$ cat config.mk
export PLATFORM = sky130hd
export DESIGN_NAME = clkcont_monitor
export DESIGN_NICKNAME = d
export VERILOG_FILES = /design/src/rtl/clkcont_monitor.sv
export SDC_FILE = /design/constraint.sdc
export NUM_CORES = 1
export LEC_CHECK = 0
export BUFFER_PORTS_ARGS = -buffer_cell sky130_fd_sc_hd__buf_2
export CAP_MARGIN = 15
export CORE_MARGIN = 10
export CORE_UTILIZATION = 63
export DETAILED_ROUTE_END_ITERATION = 6
export PLACE_DENSITY = 0.81
export SLEW_MARGIN = 20
export SYNTH_ARGS = -nofsm -noshare
export SYNTH_HDL_FRONTEND = slang
export SYNTH_SLANG_ARGS = --single-unit
$ cat constraint.sdc
create_clock -name sys_clk -period 4.65 [get_ports sys_clk]
set_clock_uncertainty 0.1 [all_clocks]
set_input_delay 0.93 -clock sys_clk [delete_from_list [all_inputs] [get_ports sys_clk]]
set_output_delay 0.93 -clock sys_clk [all_outputs]
set_load 0.02 [all_outputs]
$ cat src/rtl/clkcont_monitor.sv
module clkcont_monitor #(
  parameter int IN_WIN  = 131072,
  parameter int OUT_WIN = 2048,
  parameter int CNT_W   = 16
) (
  input  logic             rst_n,
  input  logic             sys_clk,
  input  logic             in_lr,
  input  logic             in_bit,
  input  logic             out_lr,
  input  logic             out_bit,
  input  logic             slave,
  input  logic [CNT_W-1:0] exp_in_lr,
  input  logic [CNT_W-1:0] exp_in_bit,
  input  logic [CNT_W-1:0] exp_out_lr,
  input  logic [CNT_W-1:0] exp_out_bit,
  output logic             error,
  output logic             data_hold,
  output logic             clk_hold
);
  localparam int IT_W = $clog2(IN_WIN);
  localparam int OT_W = $clog2(OUT_WIN);
  localparam int W1   = CNT_W + 1;

  logic [3:0] sy1, sy2, sy3;
  wire  [3:0] raw  = {out_bit, out_lr, in_bit, in_lr};
  wire  [3:0] rise = sy2 & ~sy3;
  wire  [3:0][CNT_W-1:0] expv = {exp_out_bit, exp_out_lr, exp_in_bit, exp_in_lr};

  always_ff @(posedge sys_clk or negedge rst_n)
    if (!rst_n) {sy1, sy2, sy3} <= '0;
    else begin
      sy1 <= raw;
      sy2 <= sy1;
      sy3 <= sy2;
    end

  logic [IT_W-1:0] itmr;
  logic [OT_W-1:0] otmr;
  wire in_end  = (itmr == IT_W'(IN_WIN - 1));
  wire out_end = (otmr == OT_W'(OUT_WIN - 1));

  always_ff @(posedge sys_clk or negedge rst_n)
    if (!rst_n) begin
      itmr <= '0;
      otmr <= '0;
    end else begin
      itmr <= in_end  ? '0 : itmr + 1'b1;
      otmr <= out_end ? '0 : otmr + 1'b1;
    end

  logic [3:0][CNT_W-1:0] cnt;
  logic [3:0]            bad;

  always_ff @(posedge sys_clk or negedge rst_n)
    if (!rst_n) cnt <= '0;
    else
      for (int i = 0; i < 4; i++)
        cnt[i] <= ((i < 2) ? in_end : out_end) ? '0 : cnt[i] + CNT_W'(rise[i]);

  always_comb
    for (int i = 0; i < 4; i++) begin
      automatic logic [W1-1:0] got = {1'b0, cnt[i] + CNT_W'(rise[i])};
      automatic logic [W1-1:0] want = {1'b0, expv[i]};
      bad[i] = (got > want + W1'(1)) || (got + W1'(1) < want);
    end

  logic err_in, err_out;

  always_ff @(posedge sys_clk or negedge rst_n)
    if (!rst_n) begin
      err_in  <= 1'b0;
      err_out <= 1'b0;
    end else begin
      if (in_end) err_in <= bad[0] | bad[1];
      if (!slave) err_out <= 1'b0;
      else if (out_end) err_out <= bad[2] | bad[3];
    end

  assign error     = err_in | (slave & err_out);
  assign data_hold = ~rst_n;
  assign clk_hold  = ~rst_n & ~slave;
endmodule

; Word-level counts from Yosys, hierarchy flattened
; Cells that the tools add are included.
[word_totals]
elab_cells = 57
input_bits = 71
output_inout_bits = 3
reg_bits = 106
[classes]
bitwise_logic = 9
n_mux = 8
addsub = 14
n_reduce_logical = 4
n_lt_le_gt_ge = 8
eq_ne = 3
[ops]
columns = cell, n
row1 = $add 16x1->17 const B, 8
row2 = $gt 16x17->1, 4
row3 = $lt 17x16->1, 4
row4 = $add 16x1->16, 4
row5 = $mux 16, 4
row6 = $add 17x1->17 const B, 1
row7 = $eq 17x17->1 const B, 1
row8 = $mux 17, 1
row9 = $add 11x1->11 const B, 1
row10 = $eq 11x11->1 const B, 1
row11 = $mux 11, 1
row12 = $and 4x4->4, 1
row13 = $logic_or 1x1->1, 4
row14 = $not 4->4, 1
row15 = $or 1x1->1, 3
row16 = $and 1x1->1, 2
row17 = $mux 1, 2
row18 = $ne 2x1->1 const B, 1
row19 = $not 1->1, 2

; Depth between registers and ports, before layout
[logic_depth]
depth_word = 9
ltp_mapped = 18
depth_no_buf = 18

; Least setup slack after synthesis
; OpenSTA, ideal clock, no wires.
[synth_timing]
kind = register to register
start = register sy3[0]
end = register err_in
setup_slack_ns = 0.813
arrival_ns = 3.655
t_required_ns = 4.468
path_stages_with_launch = 18
cell_sequence = dfrtp_1 -> nor2b_1 -> ha_1 -> ha_1 -> nand3_2 -> nor2_1 -> xor2_1 -> or3b_1 -> nor4_1 -> and2_1 -> xnor2_1 -> ha_1 -> nor2b_1 -> o21ai_0 -> nand2_1 -> o221ai_1 -> o211ai_2 -> a31oi_1
[synth_between]
elab_chain_cells = 7
elab_cells_between_ends = 8
cone_classes = 2 x add/sub / 2 x order compare / 3 x bitwise / 1 x reduce/logical
[synth_rtl]
columns = item, line
row1 = "start, declared", 25  ; logic [3:0] sy1, sy2, sy3;
row2 = "start signal, assigned", 35  ; sy3 <= sy2;
row3 = $not 4->4 *, 27  ; wire [3:0] rise = sy2 & ~sy3;
row4 = $and 4x4->4 *, 27
row5 = $add 16x1->16 *, 63  ; automatic logic [W1-1:0] got = {1'b0, cnt[i] + CNT_W'(rise[i])};
row6 = $add 16x1->17, 65  ; bad[i] = (got > want + W1'(1)) || (got + W1'(1) < want);
row7 = $lt 17x16->1, 65
row8 = $logic_or 1x1->1 *, 65
row9 = $or 1x1->1 *, 75  ; if (in_end) err_in <= bad[0] | bad[1];
row10 = "end signal, assigned", 75
row11 = "end, declared", 68  ; logic err_in, err_out;
; Every way passes the cells marked *; elsewhere a longest branch is shown, timed or not.
; A chain may end at the register's enable or synchronous reset.

; Final worst setup path
; Ends and elaborated chain as after synthesis.

==> results_dict.tcl <==
set metrics [dict create \
    status "finished, final reports clean" \
    htreeDepth 3 \
    clockBufferDepth 2 \
    ios 74 \
    slew_violations 0 \
    die_x_um 147.6 \
    final_antenna_net_count 0 \
    wire_per_inst_um 14.48 \
    clock_latency_ns 0.34 \
    dpl.hpwl_mm 17.59 \
    antenna_cells 0 \
    fin_area_mm2 0.01113 \
    port_buffers 73 \
    finalCriticalPeriod_ns 4.244 \
    crit_buf_inv 0 \
    antenna_found_initial 0 \
    synth_area_per_cell_um2 8.381 \
    cp_cell_sequence "nor2b_1 -> ha_1 -> ha_2 -> nand3_2 -> or3b_1 -> a32oi_1 -> nand2_1 -> or4_4 -> xnor2_1 -> ha_1 -> a21oi_1 -> nor2b_1 -> o21ai_0 -> nand2_1 -> o221ai_1 -> o211ai_2 -> a31oi_1" \
    cts_tree "done" \
    drcViolationCount 0 \
    cts_buffers 9 \
    worstSetupPathType "flop to flop" \
    synth_top_area_share_pct 25.86 \
    drv_cap 0 \
    p_sw_mw 1.222 \
    cpLargestDelayFamily "simple AND/OR/NAND/NOR gates" \
    gp_congestion 0.9124 \
    cts.sinks 106 \
    utilization_pct 69.81 \
    yosys_warnings 0 \
    fillCellCount 1280 \
    synth_cells 1224 \
    powerDensity_mw_per_mm2 301.5 \
    cp-start-kind "flop" \
    clkPwrFrac_pct 25.7 \
    leakagePower_nw 5.711 \
    synth_ff_type "dfrtp_1" \
    dieHeight_um 147.6 \
    placed_area_mm2 0.01079 \
    hp-class "flop to flop" \
    dr.pass1.iters 5 \
    row_count 46 \
    timing.final.crit_share_pct 91.28 \
    die_area_mm2 0.02179 \
    internal_power_mw 2.134 \
    postLayoutSetupSlackWorst_ns 0.4056 \
    end_kind "flop" \
    nets 1500 \
    yosysMostFrequentCell "ha_1" \
    ir_worst_vdd_mv 0.2569 \
    crit_path_top_delay_cell "or4_4" \
    synth_edf_count 0 \
    tightest_slew_ns 0.8117 \
    comb_power_share_pct 38.5 \
    arrival_ns 4.41 \
    ys_top_cells_by_count "ha_1 (147), xnor2_1 (136), nor2_1 (130), inv_1 (127), dfrtp_1 (106)" \
    synth-seq-area-share_pct 25.86 \
    power_frac_seq_pct 35.8 \
    synth_nets 1442 \
    slew_headroom_pct 45.89 \
    synth.distinct_cells 64 \
    p_total_mw 3.356 \
    fmax_mhz 235.6 \
    grt_pass1_vias 8526 \
    vias 8509 \
    area_delta_synth_final_pct 8.489 \
    via_per_inst 5.665 \
    clkTransAtPathRegs_ns 0.07 \
    track_usage_pct 20.11 \
    root_buffer "clkbuf_16" \
    grt_max_degree 70 \
    finalHoldViolCount 0 \
    synth_area_mm2 0.01026 \
    grt_pass1_wl_mm 38.13 \
    setup_viol 0 \
    start_util_pct 64.35 \
    crit_path_max_fanout 7 \
    grt-ovfl-total 0 \
    layout-drive-gt1-share_pct 8.243 \
    place_ws_ns 0.4375 \
    synth_top_area_cell "dfrtp_1" \
    rsz0062_at_grt "false" \
    crit_required_ns 4.82 \
    core-area_mm2 0.01594 \
    synthTopCellsByArea "dfrtp_1 (26%), ha_1 (18%), xnor2_1 (12%), xor2_1 (4.8%), nor2_1 (4.8%)" \
    critical-path-max-stage-delay_ns 0.59 \
    fin_setup_tns_ns 0 \
    synth-seq-cells 106 \
    synth_async_sr_flop_share_pct 100.0 \
    drt_wl_total_mm 21.74 \
    sw_frac_of_total_pct 36.41 \
    drt_iter0_drc 592 \
]
[layer usage]
layer	wire, µm	GRT usage (%)	vias up
met1	10110	25.61	4000
met3	778	3.236	26
met4	387	5.253	0
li1	-	-	4335
met5	0	0	-
met2	10460	34.58	148
[layout by cell type, fill, tap and decap left out, drive strengths merged, types with 6 or more instances in the layout]
| master | instances |
|---|---|
| a211oi | 8 |
| a21o | 16 |
| a21oi | 31 |
| a31oi | 6 |
| and2 | 10 |
| and3 | 19 |
| and4 | 14 |
| buf | 78 |
| clkbuf | 11 |
| dfrtp | 106 |
| ha | 147 |
| inv | 128 |
| nand2 | 88 |
| nand2b | 7 |
| nand3 | 60 |
| nand4 | 45 |
| nor2 | 130 |
| nor2b | 32 |
| nor3 | 30 |
| nor3b | 6 |
| nor4 | 13 |
| o211ai | 7 |
| o21a | 8 |
| o21ai | 23 |
| xnor2 | 136 |
| xor2 | 56 |
[state kept, by name, summed over array words and instances, names as in the netlist]
| register | cells |
|---|---|
| sy1 | 4 |
| err_out | 1 |
| sy3 | 4 |
| itmr | 17 |
| sy2 | 4 |
| cnt | 64 |
| otmr | 11 |
| err_in | 1 |
[cell families (layout without fill, tap and decap cells)]
kind of cell | count (synthesis) | after routing | synth area share (%)
AND/OR/NAND/NOR | 478 | 478 | 24.14
XOR/XNOR | 192 | 192 | 16.39
AO/OA/AOI/OAI | 142 | 142 | 9.489
multiplexers | 1 | 1 | 0.09758
buffers and inverters | 158 | 220 | 6.098
adder cells (fa/ha/maj) | 147 | 147 | 17.93
flip-flops | 106 | 106 | 25.86
[power by group through the flow]
stage / Sequential, mW / Clock [mW] / Combinational (mW)
6_report: 1.20 / 0.862 / 1.29
5_1_grt: 1.23 / 0.917 / 1.49
4_1_cts: 1.20 / 0.874 / 1.29
3_5_place_dp: 1.22 / 0 / 1.27
3_3_place_gp: 1.21 / 0 / 1.21
2_1_floorplan: 1.09 / 0 / 1.08
[stage by stage]
stage | hold WS, ns | instances
4_1_cts | 0.2526 | 1502
3_3_place_gp | 0.2318 | 1487
5_1_grt | 0.2783 | 1502
3_5_place_dp | 0.2355 | 1487
6_report | 0.2504 | 1502
2_1_floorplan | 0.2312 | 1224
[what timing repair did]
item | CTS | global route
resized for setup | 0 | 1
setup buffers | 0 | 0
endpoints found under the hold margin | 0 | 0
endpoints found under the setup margin | 0 | 1
hold buffers | 0 | 0
[area by class of cell]
type / instances / area [µm²] / area share, %
clock inverters: 4 / 98.84 / 0.8881
repair buffers: 78 / 405.4 / 3.643
inverters: 127 / 476.7 / 4.283
clock buffers: 11 / 242.7 / 2.181
multi-input cells: 960 / 6983 / 62.74
well taps: 216 / 270.3 / 2.428
flip-flops and latches: 106 / 2653 / 23.83
[worst paths after layout]
kind	startpoint	to	slack (ns)	depth (start not counted)
min	sy1[1]$_DFF_PN0_	sy2[1]$_DFF_PN0_	0.25	0
min reg2reg	sy1[1]$_DFF_PN0_	sy2[1]$_DFF_PN0_	0.25	0
max	sy3[0]$_DFF_PN0_	err_in$_DFFE_PN0N_	0.41	17
max in group asynchronous	rst_n	otmr[8]$_DFF_PN0_	2.75	2
min in group asynchronous	rst_n	cnt[47]$_DFF_PN0_	0.47	1
max reg2reg	sy3[0]$_DFF_PN0_	err_in$_DFFE_PN0N_	0.41	17
Note: power is estimated with default switching activity, not from simulation.
